**config.mk**
```make
export PLATFORM = sky130hd
export DESIGN_NAME = rx_addr_filter
export DESIGN_NICKNAME = d
export VERILOG_FILES = /design/src/rtl/rxf_pkg.sv /design/src/rtl/rxf_cfg.sv /design/src/rtl/rxf_hash.sv /design/src/rtl/rx_addr_filter.sv
export SDC_FILE = /design/constraint.sdc
export NUM_CORES = 1
export LEC_CHECK = 0
export CORE_MARGIN = 2
export CORE_UTILIZATION = 45
export CTS_CLUSTER_DIAMETER = 100
export CTS_CLUSTER_SIZE = 14
export DETAILED_ROUTE_END_ITERATION = 10
export GPL_TIMING_DRIVEN = 0
export PLACE_DENSITY = 0.66
export SYNTH_ARGS = -nofsm -noshare
export SYNTH_HDL_FRONTEND = slang
export SYNTH_HIERARCHICAL = 1
export SYNTH_SLANG_ARGS = --single-unit
```
**constraint.sdc**
```tcl
create_clock -name clk -period 8.5 [get_ports clk]
set_input_delay 1.275 -clock clk [delete_from_list [all_inputs] [get_ports clk]]
set_output_delay 1.275 -clock clk [all_outputs]
set_load 0.02 [all_outputs]
```
**src/rtl/rxf_pkg.sv**
```systemverilog
package rxf_pkg;
  localparam int LEN_W      = 16;
  localparam int DA_BYTES   = 6;
  localparam int HASH_WORDS = 4;
  localparam int HASH_BITS  = HASH_WORDS * 32;
  localparam int IDX_W      = $clog2(HASH_BITS);
  localparam int IDX_LO     = 23;
  localparam int IDX_HI     = IDX_LO + IDX_W - 1;
  localparam int RA_W       = 3;
  localparam logic [31:0] CRC_POLY = 32'h04C1_1DB7;

  localparam logic [RA_W-1:0] RA_CTRL  = 3'd0;
  localparam logic [RA_W-1:0] RA_A_LO  = 3'd1;
  localparam logic [RA_W-1:0] RA_B_LO  = 3'd2;
  localparam logic [RA_W-1:0] RA_AB_HI = 3'd3;

  typedef struct packed {
    logic [HASH_WORDS-1:0][31:0] hash;
    logic [31:0]      ab_hi;
    logic [31:0]      b_lo;
    logic [31:0]      a_lo;
    logic [LEN_W-1:0] min_len;
    logic             frag_en;
    logic             mc_en;
    logic             uni_en;
  } cfg_t;

  // One octet of the running CRC: MSB-first register, octet bits LSB first.
  function automatic logic [31:0] crc_octet(input logic [31:0] c_in,
                                            input logic [7:0]  oct);
    logic [31:0] c;
    c = c_in;
    for (int b = 0; b < 8; b++) begin
      if (c[31] ^ oct[b]) c = {c[30:0], 1'b0} ^ CRC_POLY;
      else                c = {c[30:0], 1'b0};
    end
    return c;
  endfunction
endpackage

```
**src/rtl/rxf_cfg.sv**
```systemverilog
module rxf_cfg
  import rxf_pkg::*;
(
  input  logic            clk,
  input  logic            rst_n,
  input  logic            wr_en,
  input  logic [RA_W-1:0] wr_addr,
  input  logic [31:0]     wr_data,
  input  logic            frame_start,
  output cfg_t            cfg_now
);
  cfg_t stage_q, stage_d;
  cfg_t act_q, act_d;

  always_comb begin
    stage_d = stage_q;
    if (wr_en) begin
      case (wr_addr)
        RA_CTRL: begin
          stage_d.uni_en  = wr_data[0];
          stage_d.mc_en   = wr_data[1];
          stage_d.frag_en = wr_data[2];
          stage_d.min_len = wr_data[31:16];
        end
        RA_A_LO:  stage_d.a_lo  = wr_data;
        RA_B_LO:  stage_d.b_lo  = wr_data;
        RA_AB_HI: stage_d.ab_hi = wr_data;
        default:  stage_d.hash[wr_addr[1:0]] = wr_data;
      endcase
    end
  end

  always_comb begin
    act_d = act_q;
    if (frame_start) act_d = stage_q;
  end

  assign cfg_now = act_d;

  always_ff @(posedge clk or negedge rst_n) begin
    if (!rst_n) begin
      stage_q <= '0;
      act_q   <= '0;
    end else begin
      if (wr_en)       stage_q <= stage_d;
      if (frame_start) act_q   <= act_d;
    end
  end

  // the judged configuration only moves at a frame start
  assert_cfg_hold_R12: assert property (@(posedge clk) disable iff (!rst_n)
    !$past(frame_start) |-> $stable(act_q));
endmodule

```
**src/rtl/rxf_hash.sv**
```systemverilog
module rxf_hash
  import rxf_pkg::*;
(
  input  logic             clk,
  input  logic             rst_n,
  input  logic             byte_en,
  input  logic             first,
  input  logic             take,
  input  logic [7:0]       data,
  output logic [IDX_W-1:0] idx
);
  logic [31:0] crc_q, crc_d, crc_base, crc_upd;

  always_comb begin
    crc_base = first ? 32'hFFFF_FFFF : crc_q;
    crc_upd  = crc_octet(crc_base, data);
    crc_d    = (byte_en && take) ? crc_upd : crc_q;
  end

  assign idx = crc_d[IDX_HI:IDX_LO];

  always_ff @(posedge clk or negedge rst_n) begin
    if (!rst_n)       crc_q <= '0;
    else if (byte_en) crc_q <= crc_d;
  end
endmodule

```
**src/rtl/rx_addr_filter.sv**
```systemverilog
module rx_addr_filter
  import rxf_pkg::*;
(
  input  logic            clk,
  input  logic            rst_n,
  input  logic            in_valid,
  input  logic            in_sof,
  input  logic            in_eof,
  input  logic [7:0]      in_data,
  input  logic            wr_en,
  input  logic [RA_W-1:0] wr_addr,
  input  logic [31:0]     wr_data,
  output logic            dec_valid,
  output logic            dec_keep
);
  localparam logic [LEN_W-1:0] LEN_MAX = '1;

  logic                          open_q, open_d;
  logic [LEN_W-1:0]              cnt_q, cnt_d, pos, len_now;
  logic [DA_BYTES-1:0][7:0]      da_q, da_now;
  logic                          byte_en, first, take, da_full;
  logic [IDX_W-1:0]              idx;
  cfg_t                          cfg_now;
  logic [8*DA_BYTES-1:0]         da_vec, a_vec, b_vec;
  logic [HASH_BITS-1:0]          hash_flat;
  logic                          is_mc, is_bc, hit_a, hit_b, hash_hit;
  logic                          addr_ok, len_ok, keep_now;
  logic                          dv_d, dk_d;

  assign byte_en = in_valid && (in_sof || open_q);
  assign first   = in_valid && in_sof;
  assign pos     = in_sof ? '0 : cnt_q;
  assign len_now = (pos == LEN_MAX) ? pos : pos + 1'b1;
  assign take    = pos < LEN_W'(DA_BYTES);
  assign da_full = len_now >= LEN_W'(DA_BYTES);

  for (genvar i = 0; i < DA_BYTES; i++) begin : g_da
    assign da_now[i] = (take && pos == LEN_W'(i)) ? in_data : da_q[i];
    assign da_vec[8*(DA_BYTES-i)-1 -: 8] = da_now[i];
  end

  rxf_cfg u_cfg (
    .clk(clk), .rst_n(rst_n), .wr_en(wr_en), .wr_addr(wr_addr),
    .wr_data(wr_data), .frame_start(first), .cfg_now(cfg_now)
  );

  rxf_hash u_hash (
    .clk(clk), .rst_n(rst_n), .byte_en(byte_en), .first(first),
    .take(take), .data(in_data), .idx(idx)
  );

  always_comb begin
    a_vec     = {cfg_now.ab_hi[31:16], cfg_now.a_lo};
    b_vec     = {cfg_now.ab_hi[15:0],  cfg_now.b_lo};
    hash_flat = cfg_now.hash;
    is_mc     = da_now[0][0];
    is_bc     = &da_vec;
    hit_a     = da_vec == a_vec;
    hit_b     = da_vec == b_vec;
    hash_hit  = hash_flat[idx];
    if (is_bc)      addr_ok = 1'b1;
    else if (is_mc) addr_ok = !cfg_now.mc_en || hash_hit;
    else            addr_ok = !cfg_now.uni_en || hit_a || hit_b;
    if ((cfg_now.uni_en || cfg_now.mc_en) && !da_full) addr_ok = 1'b0;
    len_ok   = !cfg_now.frag_en || (len_now >= cfg_now.min_len);
    keep_now = addr_ok && len_ok;
  end

  always_comb begin
    open_d = open_q;
    cnt_d  = cnt_q;
    if (byte_en) begin
      open_d = !in_eof;
      cnt_d  = len_now;
    end
    dv_d = byte_en && in_eof;
    dk_d = dv_d && keep_now;
  end

  always_ff @(posedge clk or negedge rst_n) begin
    if (!rst_n) begin
      open_q    <= 1'b0;
      cnt_q     <= '0;
      da_q      <= '0;
      dec_valid <= 1'b0;
      dec_keep  <= 1'b0;
    end else begin
      if (byte_en) begin
        open_q <= open_d;
        cnt_q  <= cnt_d;
        da_q   <= da_now;
      end
      dec_valid <= dv_d;
      dec_keep  <= dk_d;
    end
  end

  // a verdict strobe only follows an accepted end byte
  assert_dec_after_eof_R2: assert property (@(posedge clk) disable iff (!rst_n)
    dec_valid |-> $past(in_valid && in_eof && (in_sof || open_q)));

  // with every filter disabled the frame is kept
  assert_open_pass_R3: assert property (@(posedge clk) disable iff (!rst_n)
    (dec_valid && $past(!cfg_now.uni_en && !cfg_now.mc_en && !cfg_now.frag_en))
      |-> dec_keep);

  // a runt under an armed fragment filter is dropped
  assert_runt_drop_R10: assert property (@(posedge clk) disable iff (!rst_n)
    (dec_valid && $past(cfg_now.frag_en && (len_now < cfg_now.min_len)))
      |-> !dec_keep);
endmodule

```
==> reports/results.tsv <==
stage	metric	value	unit
status	outcome	finished clean	
synthesis	Top FF cell, synth	sky130_fd_sc_hd__dfrtp_1	
power	Total Power Consumption	10740	uW
timing	count of final setup violators	0	
routing	count of routing violations after the opening detailed-route iteration	1999	
power	maximum vdd drop	0.1626	mV
run	Maximum Capacitance Violations	0	
setup_path	type of the worst setup path	in2reg	
cells_and_area	Syn-to-layout area delta	9.619	%
setup_path	R2R Path Start	cnt_q[14]	
floorplan	core footprint	0.07003	mm2
setup_path	critical path arrival	8.72	ns
synthesis	fraction of registers with async set/reset	100.0	%
power	part of the power in the clock network	19.2	%
cts	CTS sink count	585	
timing	period utilisation layout	97.27	%
cts	TritonCTS Buffers	48	
routing	wire per inst	28.66	um
timing	summed negative setup slack over all endpoints	0	ns
routing	antenna viol nets, final	0	
timing	clock skew after layout	0.02543	ns
cts	latest clock arrival within the worst-skew pair	0.61	ns
timing	top achievable clock speed	120.9	MHz
synthesis	area share of the largest cell type after synthesis	45.95	%
cts	number of buffers inserted to repair setup after CTS	0	
placed_design	DP Wirelength	76.79	mm
setup_path	required time of the critical path	8.95	ns
cts	Worst-path clk slew	0.07	ns
power	Static Leak	0.01455	uW
cells_and_area	Net count, final	2781	
synthesis	Ys Warns	6	
cts	clock tree from TritonCTS	done	
synthesis	top area cells in the synthesized netlist	sky130_fd_sc_hd__dfrtp_1, sky130_fd_sc_hd__mux2_2, sky130_fd_sc_hd__xnor2_1, sky130_fd_sc_hd__mux4_2, sky130_fd_sc_hd__nand2_1	
global_routing	number of global-route vias before repair	22680	
cells_and_area	layout cell share with drive strength beyond 1	36.16	%
min_path	startpoint of the worst hold path	u_hash/crc_q[16]	
routing	Via-to-Cell Ratio	6.032	
timing	transition time at the pin with the least slew margin	1.298	ns
setup_path	worst setup path startpoint	in_sof	
power	combinational group share of total power	42.1	%
routing	WL final	104.8	mm
cells_and_area	number of filler cells placed in the layout	6233	
floorplan	vertical extent of the die	270.1	um
power	sequential share of power	38.7	%
power	Sw Pwr	3920	uW
min_path	HP Class	reg2reg	
synthesis	cell area after technology mapping	0.03186	mm2
global_routing	global routing usage summed across all routing layers	28.72	%
floorplan	die outline width	270.1	um
synthesis	share of the yosys chip area belonging to registers	45.95	%
cts	Clock Tree Buf Depth	3	
synthesis	synthesized netlist cell count	2616	
timing	RSZ-0062 raised after global routing	false	
synthesis	synth unique cells	96	
power	fraction of power spent switching nets	36.50	%
power	power per cell area	307.5	mW/mm2
synthesis	cell type with the largest total area after synthesis	sky130_fd_sc_hd__dfrtp_1	
setup_path	sort of element at the end of the critical path	flip-flop	
timing	number of hold-slack violations in the final timing report	0	
cts	number of H-tree branching levels	2	
floorplan	I/O pin count	51	
placed_design	number of buffer cells added on primary ports	43	
synthesis	synthesized area divided by synthesized cell count	12.18	um2
routing	total number of vias	22070	
routing	residual DRC count	0	
cts	Hold-fix buffers, CTS	0	
global_routing	maximum number of pins on one net before global-route repair	124	
synthesis	count of flip-flops with a built-in enable after synthesis	0	
timing	minimum period implied by the final worst setup slack	8.268	ns
timing	Final Max Slew Viols	0	
setup_path	Startpoint Class	primary input	
floorplan	total number of placement rows	97	
synthesis	syn_nets	2685	
timing	relative max-transition margin	11.21	%
routing	drt first pass iters	5	
global_routing	first-pass GRT wire length	155.2	mm
power	Internal Power	6818	uW
global_routing	number of antenna violations at the first check in global routing	4	
floorplan	initial core utilization	45.49	%
global_routing	gr ovfl total	0	
synthesis	flip-flop and latch count after synthesis	585	
floorplan	die area	0.07294	mm2
setup_path	CP max FO	19	
placed_design	final estimated routing congestion in global placement	0.9861	
cts	cell at the root of the clock tree	sky130_fd_sc_hd__clkbuf_16	
[placed cells by master (no fill, tap or decap), drive strengths merged, types with 9 or more instances in the layout]
master,netlist,layout
nand2b,23,23
inv,66,67
ha,20,20
buf,108,110
mux2,752,752
clkdlybuf4s50,0,42
nand3,38,38
nor3,50,50
nor3b,9,9
nand4,19,19
nand2,158,158
nor2b,13,13
a22oi,9,9
mux2i,14,14
dfrtp,585,585
xnor2,133,133
xor2,59,59
mux4,36,36
o21ai,116,116
nor4,17,17
a21oi,61,61
o22ai,26,26
clkbuf,69,120
and3,10,10
nor2,70,70
a31oi,10,10
[cells by family after synthesis]
family,synth area share [%]
compound gates,6.339
xor+xnor,5.962
fa+ha+maj,0.7855
buf+inv,3.668
flops,45.95
mux,29.99
simple gates,7.301
[worst paths after layout]
path                                 endpoint  cells after the start  slack (ns)
max in group asynchronous     u_cfg/act_q[88]                      4        5.59
hold / removal               u_hash/crc_q[16]                      2        0.49
setup reg to reg                     dec_keep                     21        1.36
setup / recovery                     dec_keep                     22        0.23
hold reg to reg              u_hash/crc_q[16]                      2        0.49
min in group asynchronous  u_cfg/stage_q[197]                      1        0.71
[state kept, by name, indices dropped and copies added, names as in the netlist]
| signal | count |
|---|---|
| open_q | 1 |
| u_cfg/act_q | 243 |
| u_hash/crc_q | 32 |
| da_q | 48 |
| dec_valid | 1 |
| dec_keep | 1 |
| cnt_q | 16 |
| u_cfg/stage_q | 243 |
[synth_stat cells (8+ instances only)]
library cell,n
sky130_fd_sc_hd__a21oi_1,60
sky130_fd_sc_hd__a22oi_1,9
sky130_fd_sc_hd__a31oi_1,10
sky130_fd_sc_hd__and3_1,10
sky130_fd_sc_hd__buf_2,84
sky130_fd_sc_hd__buf_6,12
sky130_fd_sc_hd__clkbuf_1,68
sky130_fd_sc_hd__dfrtp_1,585
sky130_fd_sc_hd__ha_1,20
sky130_fd_sc_hd__inv_1,66
sky130_fd_sc_hd__mux2_2,714
sky130_fd_sc_hd__mux2_4,36
sky130_fd_sc_hd__mux2i_1,14
sky130_fd_sc_hd__mux4_2,36
sky130_fd_sc_hd__nand2_1,157
sky130_fd_sc_hd__nand2b_1,23
sky130_fd_sc_hd__nand3_1,37
sky130_fd_sc_hd__nand4_1,18
sky130_fd_sc_hd__nor2_1,69
sky130_fd_sc_hd__nor2b_1,13
sky130_fd_sc_hd__nor3_1,49
sky130_fd_sc_hd__nor3b_1,8
sky130_fd_sc_hd__nor4_1,15
sky130_fd_sc_hd__o21ai_0,113
sky130_fd_sc_hd__o22ai_1,26
sky130_fd_sc_hd__xnor2_1,130
sky130_fd_sc_hd__xor2_1,58
[power by group through the flow]
stage	Combinational (uW)	Clock [uW]	Sequential, uW
floorplan	3230	0	3960
global placement	4380	0	4140
detailed placement	4470	0	4180
CTS	4490	2120	4140
global route	4820	2230	4250
finish	4520	2070	4150
[layer usage]
layer / up-vias / global-route usage (%) / routed length [um]
li1: 9577 / - / -
met1: 11600 / 41.03 / 47410
met2: 730 / 45.51 / 47930
met3: 157 / 3.796 / 6018
met4: 0 / 8.816 / 3469
met5: - / 0 / 0
[worst max-delay path, cell delays in order]
cell	delay [ns]
sky130_fd_sc_hd__clkdlybuf4s50_1	0.57
sky130_fd_sc_hd__clkbuf_2	0.33
sky130_fd_sc_hd__clkbuf_4	0.42
sky130_fd_sc_hd__clkbuf_2	0.42
sky130_fd_sc_hd__and2_1	0.56
sky130_fd_sc_hd__buf_2	0.33
sky130_fd_sc_hd__nor2_1	0.08
sky130_fd_sc_hd__xnor2_1	0.45
sky130_fd_sc_hd__xor2_1	0.40
sky130_fd_sc_hd__xnor2_1	0.19
sky130_fd_sc_hd__o21ai_1	0.25
sky130_fd_sc_hd__buf_4	0.35
sky130_fd_sc_hd__clkbuf_2	0.46
sky130_fd_sc_hd__mux4_2	0.39
sky130_fd_sc_hd__mux4_2	0.53
sky130_fd_sc_hd__mux2i_1	0.33
sky130_fd_sc_hd__nor3b_1	0.10
sky130_fd_sc_hd__nor3b_1	0.20
sky130_fd_sc_hd__nand3_1	0.21
sky130_fd_sc_hd__a21oi_1	0.52
sky130_fd_sc_hd__a311o_1	0.22
sky130_fd_sc_hd__a211oi_2	0.07
[per-stage QoR]
stage                     instance area [um2]  std cells  worst slack (ns)  util [%]  hold slack [ns]
after floorplan                         31860       2616             2.437         -           0.4502
after global placement                  33460       3599            -19.04     47.79           0.4668
after detailed placement                33590       3604            -1.949     47.96           0.4815
after CTS                               34910       3657            0.2211     49.85           0.4986
after global routing                    34920       3656            0.1013     49.86           0.5145
final                                   34920       3658            0.2318     49.87           0.4923
[area by class of cell]
type                            count  area, um2  share of cell area (%)
Clock buffer                       49       1226                   3.511
Timing Repair Buffer               48      553.0                   1.584
Clock inverter                      5      92.59                  0.2651
Multi-Input combinational cell   1787      16050                   45.97
Tap cell                          940       1176                   3.368
Sequential cell                   585      14640                   41.92
Antenna cell                        2      5.005                 0.01433
Buffer                            175      924.6                   2.648
Inverter                           67      251.5                  0.7202
[what timing repair did]
item / CTS / global route
endpoints found under the hold margin: 0 / 0
pin swaps: 0 / 0
gates resized for setup: 6 / 5
setup endpoints to repair: 1 / 1
(Power assumes the default switching activity.)
